`config.mk`:
```
export PLATFORM = sky130hd
export DESIGN_NAME = cfgbank_top
export DESIGN_NICKNAME = d
export VERILOG_FILES = /design/src/rtl/cfgbank_pkg.sv /design/src/rtl/cfgbank_kick.sv /design/src/rtl/cfgbank_devctl.sv /design/src/rtl/cfgbank_misc.sv /design/src/rtl/cfgbank_rdmux.sv /design/src/rtl/cfgbank_top.sv
export SDC_FILE = /design/constraint.sdc
export NUM_CORES = 1
export LEC_CHECK = 0
export BUFFER_PORTS_ARGS = -buffer_cell sky130_fd_sc_hd__buf_2
export CAP_MARGIN = 20
export CORE_ASPECT_RATIO = 0.9
export CORE_MARGIN = 3
export CORE_UTILIZATION = 41
export CTS_BUF_LIST = sky130_fd_sc_hd__clkbuf_4
export CTS_CLUSTER_SIZE = 20
export DETAILED_ROUTE_END_ITERATION = 8
export GPL_TIMING_DRIVEN = 0
export PLACE_DENSITY = 0.75
export SLEW_MARGIN = 15
export SYNTH_ARGS = -nofsm -noshare
export SYNTH_HDL_FRONTEND = slang
export SYNTH_SLANG_ARGS = --single-unit
```
`constraint.sdc`:
```
create_clock -name clk -period 7.05 [get_ports clk]
set_clock_uncertainty 0.1 [all_clocks]
set_input_delay 1.0575 -clock clk [delete_from_list [all_inputs] [get_ports clk]]
set_output_delay 1.0575 -clock clk [all_outputs]
set_load 0.03 [all_outputs]
```
`src/rtl/cfgbank_pkg.sv`:
```
// Package: register offsets, unlock keys and kick-state encoding shared by
// the configuration bank modules. Offsets are byte offsets on the bus.
package cfgbank_pkg;
    localparam int unsigned OFF_REV    = 32'h0000_0008;
    localparam int unsigned OFF_KICK0  = 32'h0000_0038;
    localparam int unsigned OFF_KICK1  = 32'h0000_003C;
    localparam int unsigned OFF_MAC_HI = 32'h0000_0700;
    localparam int unsigned OFF_MAC_LO = 32'h0000_0704;
    localparam int unsigned OFF_PRIV   = 32'h0000_041C;
    localparam int unsigned OFF_LOCK   = 32'h0004_0004;
    localparam int unsigned OFF_CTL    = 32'h0004_0008;
    localparam int unsigned OFF_STAT_A = 32'h0004_0014;
    localparam int unsigned OFF_STAT_B = 32'h0004_0018;
    localparam int unsigned OFF_RMII   = 32'h0004_0020;
    localparam int unsigned OFF_PERM   = 32'h0004_002C;

    localparam logic [31:0] KICK_KEY0    = 32'h83E7_0B13;
    localparam logic [31:0] KICK_KEY1    = 32'h95A4_F1E0;
    localparam logic [31:0] CTL_LOCK_KEY = 32'h0F0A_0B00;
    localparam logic [31:0] PRIV_DEFAULT = 32'hAAAA_AAAA;

    typedef enum logic [1:0] {
        KS_LOCKED = 2'd0,
        KS_ARMED  = 2'd1,
        KS_OPEN   = 2'd2
    } kick_state_e;
endpackage

```
`src/rtl/cfgbank_kick.sv`:
```
// Kick sequencer: tracks the two-key unlock. The first key to the first kick
// offset arms it, and the second key to the second kick offset then opens the
// bank. Any wrong value, out-of-order key, or other write while armed goes
// back to locked. Assumes at most one bus write per cycle.
module cfgbank_kick
    import cfgbank_pkg::*;
#(
    parameter int ADDR_W = 20
) (
    input  logic              clk,
    input  logic              rst_n,
    input  logic              wr_en,
    input  logic [ADDR_W-1:0] addr,
    input  logic [31:0]       wdata,
    output logic              bank_open
);
    kick_state_e st_q;
    logic        hit_k0;
    logic        hit_k1;

    // Purpose: decode the two kick offsets.
    always_comb begin
        hit_k0 = (addr == ADDR_W'(OFF_KICK0));
        hit_k1 = (addr == ADDR_W'(OFF_KICK1));
    end

    // Purpose: advance the unlock state on each bus write.
    always_ff @(posedge clk) begin
        if (!rst_n) begin
            st_q <= KS_LOCKED;
        end else if (wr_en) begin
            if (hit_k0)
                st_q <= (wdata == KICK_KEY0) ? KS_ARMED : KS_LOCKED;
            else if (hit_k1)
                st_q <= (st_q == KS_ARMED && wdata == KICK_KEY1) ? KS_OPEN : KS_LOCKED;
            else if (st_q == KS_ARMED)
                st_q <= KS_LOCKED;
        end
    end

    assign bank_open = (st_q == KS_OPEN);

    // the bank opens only right after an armed state saw the second key write.
    assert_open_after_arm_R2: assert property (@(posedge clk) disable iff (!rst_n)
        $rose(bank_open) |-> ($past(st_q) == KS_ARMED && $past(wr_en) && $past(hit_k1)));

    // a locked bank can never jump straight to open.
    assert_no_skip_R3: assert property (@(posedge clk) disable iff (!rst_n)
        (st_q == KS_LOCKED) |=> (st_q != KS_OPEN));
endmodule

```
`src/rtl/cfgbank_devctl.sv`:
```
// Device control: holds the control lock bit, the keyed 2-bit device-control
// word, and the set-only single-bit fields. It decodes per-device enables.
// Assumes bank_open comes from the kick sequencer and that writes are
// single-cycle strobes.
module cfgbank_devctl
    import cfgbank_pkg::*;
#(
    parameter int ADDR_W  = 20,
    parameter int N_MAIN  = 12,
    parameter int MAIN_W  = 2,
    parameter int MAIN_EN = 1,
    parameter int TOP_LSB = 30,
    parameter int TOP_EN  = 3,
    parameter int N_PERM  = 2,
    localparam int N_DEV  = N_MAIN + 1 + N_PERM
) (
    input  logic              clk,
    input  logic              rst_n,
    input  logic              wr_en,
    input  logic [ADDR_W-1:0] addr,
    input  logic [31:0]       wdata,
    input  logic              bank_open,
    output logic [31:0]       ctl_q,
    output logic [N_PERM-1:0] perm_q,
    output logic              lock_ok_q,
    output logic [N_DEV-1:0]  dev_en
);
    logic wr_ok;

    // Purpose: a write is eligible only when the bank is open.
    assign wr_ok = wr_en && bank_open;

    // Purpose: control lock bit, set only by the exact key value.
    always_ff @(posedge clk) begin
        if (!rst_n)
            lock_ok_q <= 1'b0;
        else if (wr_ok && addr == ADDR_W'(OFF_LOCK))
            lock_ok_q <= (wdata == CTL_LOCK_KEY);
    end

    // Purpose: keyed device-control word.
    always_ff @(posedge clk) begin
        if (!rst_n)
            ctl_q <= '0;
        else if (wr_ok && lock_ok_q && addr == ADDR_W'(OFF_CTL))
            ctl_q <= wdata;
    end

    // Purpose: set-only enables for devices that cannot be disabled.
    always_ff @(posedge clk) begin
        if (!rst_n)
            perm_q <= '0;
        else if (wr_ok && addr == ADDR_W'(OFF_PERM))
            perm_q <= perm_q | wdata[N_PERM-1:0];
    end

    // Purpose: decode one enable per packed 2-bit field.
    for (genvar d = 0; d < N_MAIN; d++) begin : g_main
        assign dev_en[d] = (ctl_q[d*MAIN_W +: MAIN_W] == MAIN_W'(MAIN_EN));
    end

    assign dev_en[N_MAIN]              = (ctl_q[TOP_LSB +: MAIN_W] == MAIN_W'(TOP_EN));
    assign dev_en[N_MAIN+1 +: N_PERM]  = perm_q;

    // without the lock key the control word cannot move.
    assert_ctl_needs_key_R4: assert property (@(posedge clk) disable iff (!rst_n)
        !lock_ok_q |=> $stable(ctl_q));

    // no set-only bit ever clears.
    assert_perm_setonly_R6: assert property (@(posedge clk) disable iff (!rst_n)
        1'b1 |=> ((perm_q & $past(perm_q)) == $past(perm_q)));

    // a locked bank leaves all device-control state untouched.
    assert_locked_drop_R3: assert property (@(posedge clk) disable iff (!rst_n)
        !bank_open |=> ($stable(ctl_q) && $stable(perm_q) && $stable(lock_ok_q)));
endmodule

```
`src/rtl/cfgbank_misc.sv`:
```
// Miscellaneous writable registers: the RMII reset bit and the write-once
// privilege word with its reset default. Assumes bank_open comes from the
// kick sequencer.
module cfgbank_misc
    import cfgbank_pkg::*;
#(
    parameter int ADDR_W   = 20,
    parameter int RMII_BIT = 18
) (
    input  logic              clk,
    input  logic              rst_n,
    input  logic              wr_en,
    input  logic [ADDR_W-1:0] addr,
    input  logic [31:0]       wdata,
    input  logic              bank_open,
    output logic              rmii_q,
    output logic [31:0]       priv_q
);
    logic priv_done_q;
    logic wr_ok;

    // Purpose: a write is eligible only when the bank is open.
    assign wr_ok = wr_en && bank_open;

    // Purpose: RMII reset control bit.
    always_ff @(posedge clk) begin
        if (!rst_n)
            rmii_q <= 1'b0;
        else if (wr_ok && addr == ADDR_W'(OFF_RMII))
            rmii_q <= wdata[RMII_BIT];
    end

    // Purpose: privilege word, which keeps only its first accepted write.
    always_ff @(posedge clk) begin
        if (!rst_n) begin
            priv_q      <= PRIV_DEFAULT;
            priv_done_q <= 1'b0;
        end else if (wr_ok && !priv_done_q && addr == ADDR_W'(OFF_PRIV)) begin
            priv_q      <= wdata;
            priv_done_q <= 1'b1;
        end
    end

    // once written, the privilege word never changes again.
    assert_priv_once_R11: assert property (@(posedge clk) disable iff (!rst_n)
        priv_done_q |=> $stable(priv_q));

    // locked writes do not reach the RMII bit.
    assert_rmii_locked_R3: assert property (@(posedge clk) disable iff (!rst_n)
        !bank_open |=> $stable(rmii_q));
endmodule

```
`src/rtl/cfgbank_rdmux.sv`:
```
// Read multiplexer: forms combinational read data from the stored registers
// and the status, revision and fuse inputs. Unmapped offsets read zero.
module cfgbank_rdmux
    import cfgbank_pkg::*;
#(
    parameter int ADDR_W   = 20,
    parameter int STAT_W   = 3,
    parameter int N_STAT_A = 10,
    parameter int N_STAT_B = 2,
    parameter int N_PERM   = 2,
    parameter int REV_W    = 4,
    parameter int RMII_BIT = 18,
    localparam int SA_W    = STAT_W * N_STAT_A,
    localparam int SB_W    = STAT_W * N_STAT_B
) (
    input  logic [ADDR_W-1:0]    addr,
    input  logic                 bank_open,
    input  logic                 lock_ok,
    input  logic [31:0]          ctl_q,
    input  logic [N_PERM-1:0]    perm_q,
    input  logic                 rmii_q,
    input  logic [31:0]          priv_q,
    input  logic [SA_W+SB_W-1:0] stat_in,
    input  logic [REV_W-1:0]     rev_in,
    input  logic [47:0]          mac_in,
    output logic [31:0]          rdata
);
    // Purpose: select and place the read field for the addressed offset.
    always_comb begin
        rdata = '0;
        case (addr)
            ADDR_W'(OFF_REV):    rdata[31 -: REV_W] = rev_in;
            ADDR_W'(OFF_KICK1):  rdata[0] = bank_open;
            ADDR_W'(OFF_MAC_HI): rdata = mac_in[47:16];
            ADDR_W'(OFF_MAC_LO): rdata[31:16] = mac_in[15:0];
            ADDR_W'(OFF_PRIV):   rdata = priv_q;
            ADDR_W'(OFF_LOCK):   rdata[0] = lock_ok;
            ADDR_W'(OFF_CTL):    rdata = ctl_q;
            ADDR_W'(OFF_STAT_A): rdata[SA_W-1:0] = stat_in[SA_W-1:0];
            ADDR_W'(OFF_STAT_B): rdata[SB_W-1:0] = stat_in[SA_W +: SB_W];
            ADDR_W'(OFF_RMII):   rdata[RMII_BIT] = rmii_q;
            ADDR_W'(OFF_PERM):   rdata[N_PERM-1:0] = perm_q;
            default:             rdata = '0;
        endcase
    end
endmodule

```
`src/rtl/cfgbank_top.sv`:
```
// Top of the key-protected configuration bank. Ties the kick sequencer,
// device control, miscellaneous registers and read multiplexer to one
// register bus. Reads are combinational and writes take effect on the clock
// edge at which bus_wr is sampled high.
module cfgbank_top #(
    parameter int ADDR_W   = 20,
    parameter int N_MAIN   = 12,
    parameter int N_PERM   = 2,
    parameter int STAT_W   = 3,
    parameter int N_STAT_A = 10,
    parameter int N_STAT_B = 2,
    parameter int REV_W    = 4,
    parameter int RMII_BIT = 18,
    localparam int N_DEV   = N_MAIN + 1 + N_PERM,
    localparam int STAT_BITS = STAT_W * (N_STAT_A + N_STAT_B)
) (
    input  logic                 clk,
    input  logic                 rst_n,
    input  logic [ADDR_W-1:0]    bus_addr,
    input  logic                 bus_wr,
    input  logic [31:0]          bus_wdata,
    output logic [31:0]          bus_rdata,
    input  logic [STAT_BITS-1:0] dev_stat_in,
    input  logic [REV_W-1:0]     rev_in,
    input  logic [47:0]          mac_fuse_in,
    output logic [N_DEV-1:0]     dev_en,
    output logic                 rmii_rst,
    output logic [31:0]          priv_out
);
    logic              bank_open;
    logic [31:0]       ctl_q;
    logic [N_PERM-1:0] perm_q;
    logic              lock_ok;
    logic              rmii_q;
    logic [31:0]       priv_q;

    cfgbank_kick #(.ADDR_W(ADDR_W)) u_kick (
        .clk(clk), .rst_n(rst_n), .wr_en(bus_wr), .addr(bus_addr),
        .wdata(bus_wdata), .bank_open(bank_open)
    );

    cfgbank_devctl #(.ADDR_W(ADDR_W), .N_MAIN(N_MAIN), .N_PERM(N_PERM)) u_devctl (
        .clk(clk), .rst_n(rst_n), .wr_en(bus_wr), .addr(bus_addr),
        .wdata(bus_wdata), .bank_open(bank_open), .ctl_q(ctl_q),
        .perm_q(perm_q), .lock_ok_q(lock_ok), .dev_en(dev_en)
    );

    cfgbank_misc #(.ADDR_W(ADDR_W), .RMII_BIT(RMII_BIT)) u_misc (
        .clk(clk), .rst_n(rst_n), .wr_en(bus_wr), .addr(bus_addr),
        .wdata(bus_wdata), .bank_open(bank_open), .rmii_q(rmii_q),
        .priv_q(priv_q)
    );

    cfgbank_rdmux #(
        .ADDR_W(ADDR_W), .STAT_W(STAT_W), .N_STAT_A(N_STAT_A),
        .N_STAT_B(N_STAT_B), .N_PERM(N_PERM), .REV_W(REV_W), .RMII_BIT(RMII_BIT)
    ) u_rdmux (
        .addr(bus_addr), .bank_open(bank_open), .lock_ok(lock_ok),
        .ctl_q(ctl_q), .perm_q(perm_q), .rmii_q(rmii_q), .priv_q(priv_q),
        .stat_in(dev_stat_in), .rev_in(rev_in), .mac_in(mac_fuse_in),
        .rdata(bus_rdata)
    );

    assign rmii_rst = rmii_q;
    assign priv_out = priv_q;
endmodule

```
* After elaboration in Yosys (flattened, before gate mapping) *
Index checks and enable logic that the tools add are counted.

operators by class
  eq/ne operators = 30
  multiplexer cells = 14
  bitwise operators = 1
  reduce and logical (&&, ||, !) cells = 12

operators by type and width
  kind                                                               number
  20-bit by 19-bit == test with 1-bit output, second input constant  6
  32-bit == test, second input constant                              2
  20-bit by 11-bit == test with 1-bit output, second input constant  3
  9-bit one-hot mux with 5 select lines                              1
  20-bit by 6-bit == test with 1-bit output, second input constant   2
  10-bit one-hot mux with 4 select lines                             1
  32-bit by 28-bit == test with 1-bit output, second input constant  1
  2-bit by 1-bit == test with 1-bit output, second input constant    13
  20-bit by 4-bit == test with 1-bit output, second input constant   1
  2-bit one-hot mux with 5 select lines                              2
  4-bit one-hot mux with 5 select lines                              1
  1-bit one-hot mux with 6 select lines                              2
  2-bit one-hot mux with 6 select lines                              1
  1-bit logical AND                                                  9
  2-bit 2-to-1 mux                                                   4
  1-bit one-hot mux with 8 select lines                              1
  2-bit == test, second input constant                               2
  3-bit nonzero test                                                 1
  2-bit OR                                                           1
  2-bit AND reduction                                                1
  1-bit zero test                                                    1
  1-bit 2-to-1 mux                                                   1

storage, ports and cells
  bits in registers = 71
  bits of input ports = 143
  output and inout bits = 80

* Depth between registers and ports, before layout *
  depth in word-level cells = 5
  depth in mapped cells = 7

* Hierarchy *
A second synthesis with hierarchy kept.

second synthesis, totals
  cell total of the unflattened synthesis = 637
  area total of the unflattened synthesis = 5291.3 sq um

modules (own cells, without submodules)
  module          instances  cells each  area an instance (sq um)
  cfgbank_devctl  1          197         1826.8
  cfgbank_rdmux   1          248         1685.4
  cfgbank_misc    1          154         1488.9
  cfgbank_kick    1          38          290.3

* Worst setup path after synthesis *
OpenSTA, ideal clock, no wires.

  path type = input port to output port
  start point = input port bus_addr[5]
  end point = output port bus_rdata[1]
  data arrival time = 3.069 ns
  slack = 2.823 ns
  cell stages on the path = 7
  path buffers = 2
  cells stage by stage = or4b_1 buf_2 or4_1 nor2_1 clkbuf_1 a22oi_1 nand4_1

between the ends
  cells in the longest elaborated chain, start to end = 2

RTL lines
  what                                                                                                      line                 source
  start, declared                                                                                           cfgbank_top.sv:19    input logic [ADDR_W-1:0] bus_addr,
  20-bit by 19-bit == test with 1-bit output or 20-bit by 11-bit == test with 1-bit output (tied branches)  cfgbank_rdmux.sv:31  case (addr)
  1-bit one-hot mux with 6 select lines (*)                                                                 cfgbank_rdmux.sv:31
  end, declared                                                                                             cfgbank_top.sv:22    output logic [31:0] bus_rdata,

Every way passes the cells marked *; elsewhere a longest branch is shown, timed or not.

* Worst setup path after layout *
  start point = input port bus_addr[8]
  end point = output port bus_rdata[25]

between the ends
  cells in the longest elaborated chain, start to end = 2

RTL lines
  what                                                                                                      line
  20-bit by 19-bit == test with 1-bit output or 20-bit by 11-bit == test with 1-bit output (tied branches)  cfgbank_rdmux.sv:31
  9-bit one-hot mux with 5 select lines (*)                                                                 cfgbank_rdmux.sv:31

Marks and branches as above.

==> flow_summary.json <==
{
  "grt_usage_pct": 28.9,
  "muxShareOfSynthArea_pct": 13.3,
  "drt_pass1_iterations": 6,
  "synth_top_area_share_pct": 35.2,
  "r2r_start": "u_kick.st_q[1]",
  "drive_above_1_share_pct": 35.6,
  "ys_async_sr_fraction_pct": 0,
  "cpPeakStageDelay_ns": 1.03,
  "rr_worst_depth": 6,
  "critical_path_class": "input port to output port",
  "fin_crit_sh_pct": 76.1,
  "synth_area_leaders": "dfxtp_1, nand2_1, mux2i_1",
  "netlist.top_cell.by_area": "dfxtp_1",
  "clockBufferDepth": 2,
  "cap_viol_max_count": 0,
  "cts.sinks": 71,
  "place_hpwl_mm": 13.1,
  "cts_root_buffer": "clkbuf_4",
  "critPathRequiredTime_ns": 5.89,
  "initial_core_util_pct": 43.3,
  "crit_end": "bus_rdata[25]",
  "reg2reg_slack_ns": 4.79,
  "synth_seq_area_share_pct": 35.2,
  "drc_errors": 0,
  "synthAdderAreaFrac_pct": 0,
  "outcome": "finished, final reports clean",
  "ys_types": 42,
  "final-hold-violation-count": 0,
  "cts_max_level": 3,
  "yosys_warnings": 0,
  "antenna_found_initial": 0,
  "grt_pass1_wl_mm": 25.2,
  "arrival_ns": 4.20,
  "portBuffers": 222,
  "tns_ns": 0,
  "finalSetupViolCount": 0,
  "cts_made_buffers": 9,
  "io_pins": 223,
  "power_density_mw_per_mm2": 132,
  "wire_per_inst_um": 19.7,
  "die-area_mm2": 0.0111,
  "place.gp.congestion": 0.897,
  "dp_cells": 837,
  "slowest_stage": "nor3_2",
  "nets": 869,
  "cts_setup_buffers": 0,
  "dieHeight_um": 100,
  "place_area_mm2": 0.00530,
  "cp.buffers_inverters": 3,
  "wirelength_mm": 16.8,
  "vias": 4943,
  "viasPerCell": 5.79,
  "crit_family": "simple AND/OR/NAND/NOR gates",
  "fin_cells": 853,
  "leakagePower_nw": 2.34,
  "synth_cells": 493,
  "final_common_cell": "buf_2",
  "ctsHoldBuffers": 0,
  "worstMarginPinSlew_ns": 1.11,
  "fin_util_pct": 58.0,
  "timing.rr.end": "u_devctl.ctl_q[21]",
  "period_needed_ns": 5.36,
  "hp-class": "register to register",
  "achievable-frequency_mhz": 187,
  "crit_path_end_kind": "output port",
  "cts_tree": "done",
  "diodes": 0,
  "die_w_um": 111,
  "worst_slew_margin_rel_pct": 25.4,
  "synth_simple_gate_area_share_pct": 32.5,
  "crit_start": "bus_addr[8]",
  "dr.first_iter.drc_count": 549,
  "avgSynthCellArea_um2": 8.19,
  "slew_violations": 0,
  "path_cells": "buf_2, nor4_1, nand4_1, nor3_2, clkbuf_1, nand2_1, nand2_1, buf_2",
  "rsz0062_at_grt": "false",
  "syn-num-nets": 636,
  "num_rows": 33,
  "ys_ff_latch": 71,
  "final_cell_mix": "buf_2, nand2_1, dfxtp_1, nand3_1, mux2i_1",
  "final_area_mm2": 0.00541,
  "synth_compound_area_share_pct": 14.8,
  "critPathLaunchType": "input port",
  "synthFlopType": "dfxtp_1",
  "synth_edf_count": 0,
  "clk_pin_slew_ns": 0.11,
  "ant_nets": 0,
  "clock_latency_ns": 0.41,
  "cts_resized": 0,
  "area_growth_pct": 33.9,
  "irDropWorstVdd_v": 0.0000934,
  "power.total_uw": 715,
  "grt_pass1_vias": 4721,
  "critPathMaxFanout": 10,
  "synthXorXnorAreaFrac_pct": 0,
  "synth_top_family_by_area": "simple AND/OR/NAND/NOR gates",
  "syn_area_mm2": 0.00404,
  "grt_max_degree": 12,
  "gr-total-overflow": 0,
  "coreArea_mm2": 0.00933,
  "critical_path_depth": 8
}
## cells in the mapped netlist (5+ instances only)
cell type	count
clkbuf_1	25
nand4_1	9
mux2_2	15
a222oi_1	25
o21ai_0	32
nor2b_1	33
or4_1	5
a22oi_1	14
dfxtp_1	71
buf_1	5
nand2_1	105
nor3_1	7
nand3_1	37
nor4b_1	9
nor4_1	8
mux2i_1	37
nor2_1	13
## metrics by stage
step / setup slack (ns) / hold WS (ns)
2_1_floorplan: 2.82 / 0.345
3_3_place_gp: 1.76 / 0.356
3_5_place_dp: 1.73 / 0.374
4_1_cts: 1.73 / 0.389
5_1_grt: 1.56 / 0.410
6_report: 1.69 / 0.389
## where the power goes
part	leakage (nW)	total, mW	internal (mW)	switching, mW
Clock	0.0617	0.220	0.0771	0.143
Sequential	0.572	0.401	0.401	0.000000000000000179
Combinational	1.71	0.0935	0.0447	0.0488
## tightest hold or removal path, cell delays in order (launching register included)
cell and delay (ns):
dfxtp_1 0.33, nand3_1 0.06, o21ai_0 0.06
## how the worst min path moves through the flow
stage,slack (ns),endpoint,cells past startpoint,start
finish,0.39,u_devctl.ctl_q[29],2,u_devctl.ctl_q[29]
global route,0.41,u_devctl.ctl_q[29],2,u_devctl.ctl_q[29]
CTS,0.39,u_devctl.ctl_q[29],2,u_devctl.ctl_q[29]
detailed placement,0.37,u_devctl.ctl_q[29],2,u_devctl.ctl_q[29]
global placement,0.36,u_devctl.ctl_q[29],2,u_devctl.ctl_q[29]
floorplan,0.34,u_devctl.ctl_q[24],2,u_devctl.ctl_q[24]
## layout make-up
cell class | count | area (um2)
buffer | 34 | 151
clock buffer | 11 | 82.6
clock inverter | 5 | 25.0
fill | 886 | 3920
inverter | 4 | 15.0
multi-input combinational | 384 | 2450
sequential | 71 | 1420
tap | 122 | 153
timing repair buffer | 222 | 1110
## state kept, by name, summed over array words and instances, names as in the netlist
name,cells
u_devctl.ctl_q,32
u_misc.priv_q,32
u_devctl.perm_q,2
u_kick.st_q,2
u_devctl.lock_ok_q,1
u_misc.priv_done_q,1
u_misc.rmii_q,1
## layer usage
metal	share of wire [%]	vias to the layer above	global-route usage [%]
met2	47	283	48.1
met3	9.4	22	7.05
met4	1.8	0	8.90
met5	0	-	0
met1	42	2326	37.4
li1	-	2312	-
## cells by family after synthesis
| family | after synthesis |
|---|---|
| AO/OA/AOI/OAI | 82 |
| buffers and inverters | 38 |
| multiplexers | 52 |
| flip-flops | 71 |
| AND/OR/NAND/NOR | 250 |
(Power assumes the default switching activity.)
